===== src/rtl/sup_pkg.sv =====
`timescale 1ns/1ps
package sup_pkg;
    typedef enum logic [2:0] {
        LS_DARK,
        LS_REGULAR,
        LS_NOCOMM,
        LS_ADDR0,
        LS_FAULT,
        LS_EXTRST
    } led_state_t;

    typedef enum logic {
        WD_IDLE,
        WD_RUN
    } wd_state_t;
endpackage


===== src/rtl/sup_tick_gen.sv =====
`timescale 1ns/1ps
module sup_tick_gen #(
    parameter int DIV = 5333
) (
    input  logic clk,
    input  logic rst,
    output logic tick
);
    localparam int W = (DIV > 1) ? $clog2(DIV) : 1;
    localparam logic [W-1:0] LAST = W'(DIV - 1);

    logic [W-1:0] cnt_q;

    always_ff @(posedge clk) begin
        if (rst)                cnt_q <= '0;
        else if (cnt_q == LAST) cnt_q <= '0;
        else                    cnt_q <= cnt_q + 1'b1;
    end

    assign tick = (cnt_q == LAST);

    // the tick never lasts two cycles in a row when DIV > 1
    a_r12_tick_single: assert property (@(posedge clk) disable iff (rst)
        (DIV > 1 && tick) |=> !tick);
endmodule


===== src/rtl/sup_strobe_wdog.sv =====
`timescale 1ns/1ps
module sup_strobe_wdog
    import sup_pkg::*;
#(
    parameter int WDOG_TICKS = 75
) (
    input  logic clk,
    input  logic rst,
    input  logic tick,
    input  logic strobe,
    input  logic disarm,
    output logic fire,
    output logic tripped
);
    localparam int W = (WDOG_TICKS > 1) ? $clog2(WDOG_TICKS) : 1;
    localparam logic [W-1:0] LAST = W'(WDOG_TICKS - 1);

    wd_state_t   state_q, state_d;
    logic [W-1:0] cnt_q, cnt_d;

    always_ff @(posedge clk) begin
        if (rst) begin
            state_q <= WD_IDLE;
            cnt_q   <= '0;
            tripped <= 1'b0;
        end else begin
            state_q <= state_d;
            cnt_q   <= cnt_d;
            if (strobe)    tripped <= 1'b0;
            else if (fire) tripped <= 1'b1;
        end
    end

    always_comb begin
        state_d = state_q;
        cnt_d   = cnt_q;
        fire    = 1'b0;
        unique case (state_q)
            WD_IDLE: begin
                if (strobe) begin
                    state_d = WD_RUN;
                    cnt_d   = '0;
                end
            end
            WD_RUN: begin
                if (strobe) begin
                    cnt_d = '0;
                end else if (disarm) begin
                    state_d = WD_IDLE;
                    cnt_d   = '0;
                end else if (tick) begin
                    if (cnt_q == LAST) begin
                        fire    = 1'b1;
                        state_d = WD_IDLE;
                        cnt_d   = '0;
                    end else begin
                        cnt_d = cnt_q + 1'b1;
                    end
                end
            end
        endcase
    end

    // the tick count never passes the limit
    a_r2_cnt_range: assert property (@(posedge clk) disable iff (rst)
        cnt_q < W'(WDOG_TICKS));
    // a firing always leaves the no-communication flag set
    a_r10_trip_set: assert property (@(posedge clk) disable iff (rst)
        fire |=> tripped);
    // a strobe always leaves the watchdog counting from zero
    a_r2_strobe_arms: assert property (@(posedge clk) disable iff (rst)
        strobe |=> (state_q == WD_RUN && cnt_q == '0));
endmodule


===== src/rtl/sup_pin_low_det.sv =====
`timescale 1ns/1ps
module sup_pin_low_det #(
    parameter int LOW_TICKS = 100
) (
    input  logic clk,
    input  logic rst,
    input  logic tick,
    input  logic pin_low,
    output logic fire,
    output logic held
);
    localparam int W = $clog2(LOW_TICKS + 1);
    localparam logic [W-1:0] FULL = W'(LOW_TICKS);

    logic [W-1:0] cnt_q;

    always_ff @(posedge clk) begin
        if (rst)                          cnt_q <= '0;
        else if (!pin_low)                cnt_q <= '0;
        else if (tick && cnt_q != FULL)   cnt_q <= cnt_q + 1'b1;
    end

    assign fire = pin_low && tick && (cnt_q == FULL - 1'b1);
    assign held = pin_low && (cnt_q == FULL);

    // one low phase yields one firing, never two in a row
    a_r3_fire_once: assert property (@(posedge clk) disable iff (rst)
        fire |=> !fire);
    // once fired, the held flag follows while the pin stays low
    a_r3_held_after: assert property (@(posedge clk) disable iff (rst)
        (fire && pin_low) |=> (held || !pin_low));
endmodule


===== src/rtl/sup_led_fsm.sv =====
`timescale 1ns/1ps
module sup_led_fsm
    import sup_pkg::*;
#(
    parameter int BLINK_TICKS = 200
) (
    input  logic clk,
    input  logic rst,
    input  logic tick,
    input  logic ext_rst,
    input  logic overload,
    input  logic fault_n,
    input  logic addr_zero,
    input  logic no_comm,
    output logic led_green,
    output logic led_red
);
    localparam int BW = (BLINK_TICKS > 1) ? $clog2(BLINK_TICKS) : 1;
    localparam logic [BW-1:0] BLAST = BW'(BLINK_TICKS - 1);

    led_state_t    state_q, state_d;
    logic [BW-1:0] bcnt_q;
    logic          blink_q;

    // blink timer: only a hard reset restarts it
    always_ff @(posedge clk) begin
        if (rst) begin
            bcnt_q  <= '0;
            blink_q <= 1'b0;
        end else if (tick) begin
            if (bcnt_q == BLAST) begin
                bcnt_q  <= '0;
                blink_q <= ~blink_q;
            end else begin
                bcnt_q <= bcnt_q + 1'b1;
            end
        end
    end

    always_comb begin
        if (overload || ext_rst) state_d = LS_EXTRST;
        else if (!fault_n)       state_d = LS_FAULT;
        else if (addr_zero)      state_d = LS_ADDR0;
        else if (no_comm)        state_d = LS_NOCOMM;
        else                     state_d = LS_REGULAR;
    end

    always_ff @(posedge clk) begin
        if (rst) state_q <= LS_DARK;
        else     state_q <= state_d;
    end

    always_comb begin
        unique case (state_q)
            LS_DARK:    begin led_green = 1'b0;     led_red = 1'b0;     end
            LS_REGULAR: begin led_green = 1'b1;     led_red = 1'b0;     end
            LS_NOCOMM:  begin led_green = 1'b0;     led_red = 1'b1;     end
            LS_ADDR0:   begin led_green = blink_q;  led_red = 1'b1;     end
            LS_FAULT:   begin led_green = blink_q;  led_red = ~blink_q; end
            LS_EXTRST:  begin led_green = 1'b0;     led_red = blink_q;  end
            default:    begin led_green = 1'b0;     led_red = 1'b0;     end
        endcase
    end

    // overload darkens green on the following cycle
    a_r7_green_dark: assert property (@(posedge clk) disable iff (rst)
        overload |=> !led_green);
    // fault alone makes the lamps alternate
    a_r8_alternate: assert property (@(posedge clk) disable iff (rst)
        (!overload && !ext_rst && !fault_n) |=> (led_green != led_red));
    // address zero alone keeps red lit
    a_r9_red_on: assert property (@(posedge clk) disable iff (rst)
        (!overload && !ext_rst && fault_n && addr_zero) |=> led_red);
    // the blink phase only moves on a tick
    a_r12_blink_hold: assert property (@(posedge clk) disable iff (rst)
        !tick |=> $stable(blink_q));
endmodule


===== src/rtl/slave_supervisor.sv =====
`timescale 1ns/1ps
module slave_supervisor #(
    parameter int CLK_PER_TICK = 5333,
    parameter int WDOG_TICKS   = 75,
    parameter int LOW_TICKS    = 100,
    parameter int BLINK_TICKS  = 200,
    parameter int ADDR_W       = 6
) (
    input  logic              clk,
    input  logic              rst_hard,
    input  logic              dstb_evt,
    input  logic              pstb_evt,
    input  logic              dstb_pin_low,
    input  logic              fault_n,
    input  logic              overload,
    input  logic              cmd_rst_slave,
    input  logic              cmd_rst_bcast,
    input  logic [ADDR_W-1:0] addr_copy_a,
    input  logic [ADDR_W-1:0] addr_copy_b,
    output logic              soft_rst,
    output logic              force_strobe,
    output logic              led_green_en,
    output logic              led_red_en
);
    logic tick, wd_fire, wd_tripped, low_fire, low_held;
    logic addr_zero, soft_req, rst_d;

    assign addr_zero = (addr_copy_a != addr_copy_b) || (addr_copy_a == '0);
    assign soft_req  = wd_fire | low_fire | cmd_rst_slave | cmd_rst_bcast;

    sup_tick_gen #(.DIV(CLK_PER_TICK)) u_tick (
        .clk(clk), .rst(rst_hard), .tick(tick)
    );

    sup_strobe_wdog #(.WDOG_TICKS(WDOG_TICKS)) u_wdog (
        .clk(clk), .rst(rst_hard), .tick(tick),
        .strobe(dstb_evt | pstb_evt), .disarm(soft_rst),
        .fire(wd_fire), .tripped(wd_tripped)
    );

    sup_pin_low_det #(.LOW_TICKS(LOW_TICKS)) u_lowdet (
        .clk(clk), .rst(rst_hard), .tick(tick), .pin_low(dstb_pin_low),
        .fire(low_fire), .held(low_held)
    );

    sup_led_fsm #(.BLINK_TICKS(BLINK_TICKS)) u_led (
        .clk(clk), .rst(rst_hard), .tick(tick), .ext_rst(low_held),
        .overload(overload), .fault_n(fault_n), .addr_zero(addr_zero),
        .no_comm(wd_tripped), .led_green(led_green_en), .led_red(led_red_en)
    );

    always_ff @(posedge clk) begin
        if (rst_hard) begin
            soft_rst     <= 1'b0;
            force_strobe <= 1'b0;
        end else begin
            soft_rst     <= soft_req;
            force_strobe <= soft_req;
        end
    end

    // one cycle into a hard reset everything visible is quiet
    always_ff @(posedge clk) begin
        rst_d <= rst_hard;
        if (rst_d)
            a_r1_dark: assert (!led_green_en && !led_red_en && !soft_rst && !force_strobe);
    end

    // a reset command is answered on the next edge
    a_r4_cmd_soft: assert property (@(posedge clk) disable iff (rst_hard)
        (cmd_rst_slave || cmd_rst_bcast) |=> (soft_rst && force_strobe));
    // no soft reset appears without a cause one cycle earlier
    a_r5_cause: assert property (@(posedge clk) disable iff (rst_hard)
        !(wd_fire || low_fire || cmd_rst_slave || cmd_rst_bcast) |=> !soft_rst);
endmodule


===== config.mk =====
export PLATFORM = sky130hd
export DESIGN_NAME = slave_supervisor
export DESIGN_NICKNAME = d
export VERILOG_FILES = /design/src/rtl/sup_pkg.sv /design/src/rtl/sup_tick_gen.sv /design/src/rtl/sup_strobe_wdog.sv /design/src/rtl/sup_pin_low_det.sv /design/src/rtl/sup_led_fsm.sv /design/src/rtl/slave_supervisor.sv
export SDC_FILE = /design/constraint.sdc
export NUM_CORES = 1
export LEC_CHECK = 0
export BUFFER_PORTS_ARGS = -buffer_cell sky130_fd_sc_hd__buf_2
export CAP_MARGIN = 20
export CORE_AREA = 2 2 75 63
export CTS_BUF_LIST = sky130_fd_sc_hd__clkbuf_4
export DETAILED_ROUTE_END_ITERATION = 10
export DIE_AREA = 0 0 77 65
export PLACE_DENSITY = 0.71
export SYNTH_ARGS = -nofsm -noshare
export SYNTH_HDL_FRONTEND = slang
export SYNTH_SLANG_ARGS = --single-unit

===== constraint.sdc =====
create_clock -name clk -period 5.2 [get_ports clk]
set_input_delay 0 -clock clk [delete_from_list [all_inputs] [get_ports clk]]
set_output_delay 0 -clock clk [all_outputs]
set_load 0.05 [all_outputs]

==> results_dict.tcl, run 1 <==
set metrics [dict create \
    cts_inserted_buffers 5 \
    clock_path_buffers 2 \
    rsz0062_at_grt "no" \
    final_layout_size_suffix_gt1_share_pct 15.38 \
    async_reset_ff_share_pct 0 \
    grt_pass1_wl_um 7348 \
    finalCritPeriodShare_pct 38.42 \
    tns_ns 0 \
    synth_nets 280 \
    wl_per_cell_um 12.32 \
    sw_frac_of_total_pct 21.76 \
    cts_tree "done" \
    ff2ff_setup_slack_ns 3.20 \
    synth.distinct_cells 47 \
    fillers 394 \
    clkLatencyLatePin_ns 0.36 \
    grt_use_total_pct 18.28 \
    power_frac_seq_pct 52.2 \
    fp.dieH_um 65 \
    syn_inst 252 \
    worstSetupEndpoint "u_wdog.state_q" \
    syn_area_per_cell_um2 8.704 \
    critPathCaptureType "register" \
    io_pins 25 \
    vias_per_cell 5.445 \
    yosysWarnings 0 \
    power.leakage_uw 0.0009376 \
    cts-root-buf "clkbuf_4" \
    finalWirelength_um 4264 \
    rows 22 \
    powerDensity_nw_per_um2 250.2 \
    maxCapViolations 0 \
    p_int_uw 495.3 \
    r2r_start "u_tick.cnt_q[6]" \
    cts-resized-gates 0 \
    multi_input_area_um2 1250 \
    clock_power_share_pct 40.2 \
    io_buffers 24 \
    synth-edff-count 0 \
    maxSlewViolCount 0 \
    fp.dieArea_um2 5005 \
    path_cells "and4b_1 > nand3_4 > o21ai_0 > a21oi_1 > dlygate4sd3_1" \
    p_sw_uw 137.7 \
    die_x_um 77 \
    drc 0 \
    ys_ff_latch 42 \
    dp.cells 329 \
    stdcell_count 346 \
    criticalPathCategory "reg -> reg" \
    critical-path-slowest-cell "dlygate4sd3_1" \
    area_growth_pct 15.35 \
    via_count 1884 \
    start_util_pct 50.43 \
    first_iter_violations 114 \
    worst_path_largest_cell_delay_ns 0.57 \
    regArea_um2 840.8 \
    syn-cell-area_um2 2193 \
    hold_viol_final 0 \
    worstMarginPinSlew_ns 0.5992 \
    cts.sinks 42 \
    reg2reg_depth 5 \
    cp_max_fo 10 \
    max_freq_mhz 500.5 \
    htree_levels 2 \
    synth_flop_cell "dfxtp_1" \
    gp_congestion 0.8338 \
    start_kind "register" \
    drtAntennaViolNets 0 \
    finalSetupViolCount 0 \
    period_minus_slack_ns 1.998 \
    finalClockSkew_ns 0.01546 \
    grt-ovfl-total 0 \
    n_antenna_cell 0 \
    grt_antenna_before_repair 0 \
    seq_area_frac_synth_pct 38.33 \
    crit_arrival_ns 2.26 \
    hold_path.class "in -> reg" \
    post_cts_buffers 0 \
    final_nets 313 \
    fp.coreArea_um2 4349 \
    clk_pin_slew_ns 0.13 \
    cp.required_ns 5.46 \
    hold_ws_ns 0.07618 \
    slew_headroom_pct 59.02 \
    grt_start_max_net_pins 19 \
    ir_drop_mv 0.1440 \
    combPwrFrac_pct 7.7 \
    whs_path_depth 3 \
    grt_pass1_vias 1666 \
    place_hpwl_um 3001 \
    r2r-end "u_wdog.state_q" \
    status "finished, final reports clean" \
    critPathLaunch "u_tick.cnt_q[6]" \
    dr.pass1.iters 4 \
]
## worst min path at each step
stage	from	to	slack, ns
after global placement	fault_n	u_led.state_q[2]	0.22
final	dstb_pin_low	u_lowdet.cnt_q[1]	0.08
after floorplan	fault_n	u_led.state_q[2]	0.09
after global routing	dstb_pin_low	u_lowdet.cnt_q[4]	0.09
after CTS	dstb_pin_low	u_lowdet.cnt_q[5]	0.07
after detailed placement	fault_n	u_led.state_q[2]	0.23
## critical path: cells and delay by family, from the launching register on
family,cells,cell delay (ns)
and+or+nand+nor,2,0.63
buffers and inverters,1,0.57
AOI/OAI and AO/OA,2,0.28
DFF,1,0.43
## registers in the layout, indices dropped and copies added (netlist names)
name and cells:
u_tick.cnt_q 13, u_led.state_q 3, force_strobe 1, u_led.bcnt_q 8, u_lowdet.cnt_q 7, u_wdog.cnt_q 7, u_led.blink_q 1, u_wdog.tripped 1
u_wdog.state_q 1
## power by group through the flow
| stage | clock network [µW] | registers [µW] | logic, µW |
|---|---|---|---|
| floorplan | 0 | 338 | 26.0 |
| global placement | 0 | 337 | 42.0 |
| detailed placement | 0 | 337 | 42.4 |
| CTS | 262 | 330 | 47.9 |
| global route | 274 | 331 | 54.0 |
| finish | 254 | 330 | 48.5 |
## synth_stat cells (7+ instances only)
master	count	area (µm²)
dfxtp_1	42	840.8
xor2_1	9	78.83
nor2_1	20	75.07
inv_1	14	52.55
o21ai_0	16	80.08
nand3_1	14	70.07
a21oi_1	15	75.07
a31oi_1	11	68.82
nand4_1	7	43.79
xnor2_1	10	87.58
ha_1	7	87.58
nand2_1	13	48.80
## stage by stage
stage	power, µW	setup slack (ns)	cell area (µm²)	util, %
after floorplan	364.3	3.541	2193	-
after global placement	379.3	3.387	2338	53.77
after detailed placement	379.8	3.364	2338	53.77
after CTS	640.3	3.223	2530	58.17
after global routing	659.8	3.130	2530	58.17
final	633.0	3.202	2530	58.17
## routing by layer
layer | routed length (µm) | global-route usage [%]
met1 | 2132 | 24.44
met2 | 1896 | 28.73
met3 | 161 | 4.457
met4 | 73 | 6.920
met5 | 0 | 0
## logic make-up (layout without fill, tap and decap cells)
family / after synthesis / after routing / synth area share [%]
compound gates: 55 / 55 / 15.12
xor+xnor: 19 / 19 / 7.587
fa+ha+maj: 7 / 7 / 3.993
buf+inv: 21 / 55 / 4.677
flops: 42 / 42 / 38.33
mux: 1 / 1 / 0.5134
simple gates: 107 / 107 / 29.78
## layout by cell type (no fill, tap or decap), drive strengths merged, types with 4 or more instances in the layout
cell          n
nor2b         5
a31oi        11
o21ai        16
or3           7
ha            7
inv          14
nand2b        5
xor2          9
nand3b        4
buf          24
a21oi        15
xnor2        10
clkbuf        5
nand3        15
nand2        13
and2          4
dfxtp        42
or4           4
dlygate4sd3   9
nor2         20
and3          8
nand4         8
## repair_timing
item                       in CTS  in global routing
setup endpoints to repair       0                  0
hold endpoints to repair        8                  0
hold buffers                    9                  0
## final cells by class
cell class | count | area share [%]
multi-input cells | 189 | 49.41
flip-flops and latches | 42 | 33.23
repair buffers | 33 | 8.309
well taps | 60 | 2.967
clock inverters | 3 | 2.522
inverters | 14 | 2.077
clock buffers | 5 | 1.484
No activity file was read; power rests on OpenSTA's default activity.
==> inputs of run 2 (changes only) <==
--- a/config.mk
+++ b/config.mk
@@ -11,7 +11,7 @@
 export CTS_BUF_LIST = sky130_fd_sc_hd__clkbuf_4
 export DETAILED_ROUTE_END_ITERATION = 10
 export DIE_AREA = 0 0 77 65
-export PLACE_DENSITY = 0.71
+export PLACE_DENSITY = 0.74
 export SYNTH_ARGS = -nofsm -noshare
 export SYNTH_HDL_FRONTEND = slang
 export SYNTH_SLANG_ARGS = --single-unit
==> constraint.sdc (replaced) <==
create_clock -name clk -period 1.6 [get_ports clk]
set_input_delay 0 -clock clk [delete_from_list [all_inputs] [get_ports clk]]
set_output_delay 0 -clock clk [all_outputs]
set_load 0.05 [all_outputs]
==> results_dict.tcl, run 2 (synthesized netlist as in run 1, its figures left out) <==
set metrics [dict create \
    status "finished with violations" \
    violations "negative setup slack" \
    grt_pass1_wl_um 8169 \
    place_hpwl_um 3317 \
    power_frac_seq_pct 54.7 \
    io_buffers 24 \
    fillers 385 \
    clock_power_share_pct 36.2 \
    fin_ws_ns -0.02407 \
    final_common_cell "dfxtp_1" \
    maxCapViolations 0 \
    final_nets 342 \
    gp_congestion 0.8405 \
    slew_headroom_pct 61.98 \
    grt_start_max_net_pins 14 \
    worstMarginPinSlew_ns 0.5559 \
    crit_arrival_ns 1.90 \
    dr.pass1.iters 4 \
    finalClockSkew_ns 0.01194 \
    finalCritPeriodShare_pct 101.5 \
    rsz0062_at_grt "yes" \
    grt-ovfl-total 0 \
    powerDensity_nw_per_um2 698.1 \
    cp_max_fo 3 \
    power.leakage_uw 0.001085 \
    maxSlewViolCount 0 \
    n_antenna_cell 0 \
    r2r_start "u_lowdet.cnt_q[0]" \
    largest_register "u_tick.cnt_q" \
    drtAntennaViolNets 0 \
    drc 0 \
    multi_input_area_um2 1325 \
    hold_viol_final 0 \
    fp.coreArea_um2 4349 \
    finalWirelength_um 4616 \
    grt_pass1_vias 1926 \
    via_count 2006 \
    clk_pin_slew_ns 0.13 \
    p_int_uw 1507 \
    wl_per_cell_um 12.31 \
    fp.dieH_um 65 \
    regArea_um2 845.8 \
    sw_frac_of_total_pct 23.13 \
    hold_path.class "in -> reg" \
    cts_inserted_buffers 5 \
    ff2ff_setup_slack_ns -0.02 \
    layout_common_cells "38 x dfxtp_1, 30 x buf_4, 24 x buf_2" \
    criticalPathCategory "reg -> reg" \
    htree_levels 2 \
    min_to "u_led.state_q[1]" \
    io_pins 25 \
    hp-start "overload" \
    r2r-end "u_lowdet.cnt_q[3]" \
    area_growth_pct 28.01 \
    final_layout_size_suffix_gt1_share_pct 30.48 \
    dp_worst_setup_slack_ns -0.08896 \
    vias_per_cell 5.349 \
    ir_drop_mv 0.5174 \
    finalSetupViolCount 2 \
    p_sw_uw 453.4 \
    max_freq_mhz 615.7 \
    cp.required_ns 1.88 \
    critPathCaptureType "register" \
    hold_ws_ns 0.06259 \
    fp.dieArea_um2 5005 \
    reg2reg_depth 6 \
    first_iter_violations 83 \
    cts.sinks 42 \
    clkLatencyLatePin_ns 0.34 \
    power.total_uw 1960 \
    clock_path_buffers 2 \
    largest_register_ffs 13 \
    grt_antenna_before_repair 0 \
    combPwrFrac_pct 9.1 \
    grt_use_total_pct 19.91 \
    cts-root-buf "clkbuf_4" \
    biggestRegsByFlops "u_tick.cnt_q x13, u_led.bcnt_q x8" \
    start_util_pct 50.43 \
    start_kind "register" \
    die_x_um 77 \
    whs_path_depth 5 \
    rows 22 \
    cts_tree "done" \
    period_minus_slack_ns 1.624 \
]
run 2: what timing repair did:
item | 4_1_cts | 5_1_grt
resized for setup | 5 | 21
hold buffers | 7 | 0
endpoints found under the setup margin | 28 | 28
pin swaps | 7 | 5
hold endpoints to repair | 7 | 0
setup buffers | 4 | 0
run 2: area by class of cell:
class / count / area share (%)
clock buffers: 7 / 1.872
clock inverters: 1 / 1.070
inverters: 14 / 1.872
multi-input cells: 189 / 47.19
flip-flops and latches: 42 / 30.12
well taps: 60 / 2.674
repair buffers: 62 / 15.20
run 2: worst max-delay path, cell delays in order, from the launching register on:
cell,delay (ns)
dfxtp_2,0.34
inv_1,0.05
ha_1,0.20
and3_4,0.19
and2_1,0.16
or4_4,0.51
a21oi_2,0.12
run 2: power groups by stage:
| stage | combinational, µW | clock (µW) | sequential (µW) |
|---|---|---|---|
| after floorplan | 84.8 | 0 | 1100 |
| after global placement | 152 | 0 | 1090 |
| after detailed placement | 154 | 0 | 1100 |
| after CTS | 171 | 722 | 1070 |
| after global routing | 199 | 771 | 1080 |
| final | 178 | 710 | 1070 |
run 2: through the flow:
stage	std cells	utilization, %	cell area (µm²)	setup TNS [ns]
floorplan	252	-	2205	-0.004127
finish	375	64.56	2808	-0.03380
global placement	356	58.60	2549	-0.05384
global route	375	64.56	2808	-0.8133
CTS	375	63.12	2745	-0.07951
detailed placement	356	58.60	2549	-0.6915
run 2: worst max path at each step:
stage	start	end	slack, ns	cells after the start
final	u_lowdet.cnt_q[0]	u_lowdet.cnt_q[3]	-0.02	6
after global routing	u_tick.cnt_q[1]	u_lowdet.cnt_q[5]	-0.11	6
after CTS	u_tick.cnt_q[0]	u_wdog.cnt_q[3]	-0.02	7
after detailed placement	u_tick.cnt_q[0]	u_lowdet.cnt_q[6]	-0.09	6
after global placement	u_tick.cnt_q[0]	u_lowdet.cnt_q[6]	-0.03	6
after floorplan	u_tick.cnt_q[0]	u_led.bcnt_q[5]	-0.004	7
run 2: per-layer routing:
metal	part of all wire, %	global-route usage (%)
met1	49	26.19
met2	46	32.79
met3	3.5	4.457
met4	0.89	6.250
met5	0	0
==> inputs of run 3 (changes only) <==
--- a/config.mk
+++ b/config.mk
@@ -7,11 +7,13 @@
 export LEC_CHECK = 0
 export BUFFER_PORTS_ARGS = -buffer_cell sky130_fd_sc_hd__buf_2
 export CAP_MARGIN = 20
-export CORE_AREA = 2 2 75 63
+export CELL_PAD_IN_SITES_DETAIL_PLACEMENT = 0
+export CELL_PAD_IN_SITES_GLOBAL_PLACEMENT = 1
+export CORE_AREA = 2 2 85 71
 export CTS_BUF_LIST = sky130_fd_sc_hd__clkbuf_4
 export DETAILED_ROUTE_END_ITERATION = 10
-export DIE_AREA = 0 0 77 65
-export PLACE_DENSITY = 0.74
+export DIE_AREA = 0 0 87 73
+export PLACE_DENSITY = 0.75
 export SYNTH_ARGS = -nofsm -noshare
 export SYNTH_HDL_FRONTEND = slang
 export SYNTH_SLANG_ARGS = --single-unit
==> results_dict.tcl, run 3 (synthesized netlist as in run 1, its figures left out) <==
set metrics [dict create \
    grt_pass1_wl_um 7935 \
    finalWirelength_um 4612 \
    cts_inserted_buffers 5 \
    tns_ns -0.09255 \
    rsz0062_at_grt "yes" \
    grt_start_max_net_pins 15 \
    n_antenna_cell 0 \
    vias_per_cell 5.060 \
    max_freq_mhz 609.2 \
    hp-start "overload" \
    ir_drop_mv 0.2799 \
    finish.utilization_pct 50.55 \
    dp_worst_setup_slack_ns -0.09441 \
    clock_path_buffers 2 \
    cts_tree "done" \
    start_kind "register" \
    area_growth_pct 29.04 \
    grt_pass1_vias 1748 \
    crit_arrival_ns 1.94 \
    htree_levels 2 \
    p_sw_uw 474.5 \
    critical-path-slowest-cell "or4_4" \
    sw_frac_of_total_pct 24.42 \
    largest_register "u_tick.cnt_q" \
    status "finished with violations" \
    cp_max_fo 6 \
    hold_viol_final 0 \
    maxCapViolations 0 \
    start_util_pct 39.17 \
    final_common_cell "dfxtp_1" \
    clkLatencyLatePin_ns 0.36 \
    cts-root-buf "clkbuf_4" \
    io_pins 25 \
    r2r_start "u_tick.cnt_q[0]" \
    fp.dieArea_um2 6351 \
    finalSetupViolCount 5 \
    largest_register_ffs 13 \
    combPwrFrac_pct 9.1 \
    power.leakage_uw 0.001096 \
    cts.sinks 42 \
    hold_path.class "in -> reg" \
    power_frac_seq_pct 55.2 \
    critPathBufInv 1 \
    crit_family "simple AND/OR/NAND/NOR gates" \
    grt_antenna_before_repair 0 \
    die_x_um 87 \
    via_count 1948 \
    fp.dieH_um 73 \
    gp_congestion 0.7719 \
    finalClockSkew_ns 0.01583 \
    fp.coreArea_um2 5599 \
    rows 25 \
    cp.required_ns 1.90 \
    violations "negative setup slack" \
    finalCritPeriodShare_pct 102.6 \
    clock_power_share_pct 35.7 \
    worstMarginPinSlew_ns 0.5993 \
    critPathCaptureType "register" \
    drtAntennaViolNets 0 \
    dr.pass1.iters 4 \
    biggestRegsByFlops "u_tick.cnt_q x13, u_led.bcnt_q x8" \
    final_layout_size_suffix_gt1_share_pct 29.25 \
    place_hpwl_um 3488 \
    criticalPathCategory "reg -> reg" \
    worst_path_largest_cell_delay_ns 0.52 \
    grt-ovfl-total 0 \
    layout_common_cells "39 x dfxtp_1, 31 x buf_4, 24 x buf_2" \
    final_nets 345 \
    first_iter_violations 85 \
    slew_headroom_pct 59.02 \
    p_int_uw 1469 \
    period_minus_slack_ns 1.642 \
    drc 0 \
    clk_pin_slew_ns 0.13 \
    fin_ws_ns -0.04163 \
    grt_use_total_pct 15.75 \
    io_buffers 24 \
    maxSlewViolCount 0 \
    powerDensity_nw_per_um2 686.7 \
    path_cells "inv_2 > ha_4 > and4bb_4 > nand3_4 > or4_4 > a21oi_2" \
    wl_per_cell_um 11.98 \
    critPathLaunch "u_tick.cnt_q[0]" \
]
[run 3: cell types whose count changed in the layout (fill, tap and decap cells not counted), sizes merged]
cell | previous run | this run
buf | 55 | 58
clkbuf | 7 | 5
clkinvlp | 0 | 2
[run 3: worst paths after layout]
kind	end	slack (ns)	depth (start not counted)
max	u_lowdet.cnt_q[3]	-0.04	6
min	u_led.state_q[1]	0.04	5
max reg2reg	u_lowdet.cnt_q[3]	-0.04	6
min reg2reg	u_led.state_q[0]	0.47	1
[run 3: metal layers]
layer	vias up	global-route usage, %	routed length [µm]
li1	1037	-	-
met1	893	23.47	2492
met2	11	22.56	1973
met3	7	3.507	91
met4	0	4.688	54
met5	-	0	0
[run 3: cell type report]
| cell class | instances | area (µm²) |
|---|---|---|
| clock buffers | 5 | 37.54 |
| flip-flops and latches | 42 | 844.6 |
| repair buffers | 65 | 465.4 |
| multi-input cells | 189 | 1301 |
| inverters | 14 | 52.55 |
| fillers | 518 | 2769 |
| well taps | 67 | 83.83 |
| clock inverters | 3 | 45.04 |
[run 3: worst reg2reg max path, cell delays in order (launching register included)]
cell and delay [ns]:
dfxtp_2 0.35, inv_2 0.06, ha_4 0.11, and4bb_4 0.30, nand3_4 0.11, or4_4 0.53, a21oi_2 0.13
[run 3: what timing repair did]
action | in CTS | in global routing
gates resized for setup | 7 | 13
hold buffers | 7 | 0
hold endpoints to repair | 7 | 0
setup buffers | 2 | 4
endpoints found under the setup margin | 27 | 33
pin swaps | 10 | 6
[run 3: metrics by stage]
step | hold WS (ns) | total power, µW | instance area [µm²] | std cells
global route | 0.04016 | 2027 | 2830 | 385
CTS | 0.02433 | 1954 | 2765 | 381
global placement | 0.2155 | 1249 | 2577 | 364
detailed placement | 0.2146 | 1250 | 2577 | 364
finish | 0.04220 | 1944 | 2830 | 385
floorplan | 0.09191 | 1185 | 2205 | 252
[run 3: power by group through the flow]
stage | Sequential (µW) | Combinational (µW) | Clock [µW]
6_report | 1070 | 176 | 695
5_1_grt | 1080 | 196 | 756
4_1_cts | 1070 | 171 | 711
3_5_place_dp | 1090 | 155 | 0
3_3_place_gp | 1090 | 155 | 0
2_1_floorplan | 1100 | 84.8 | 0
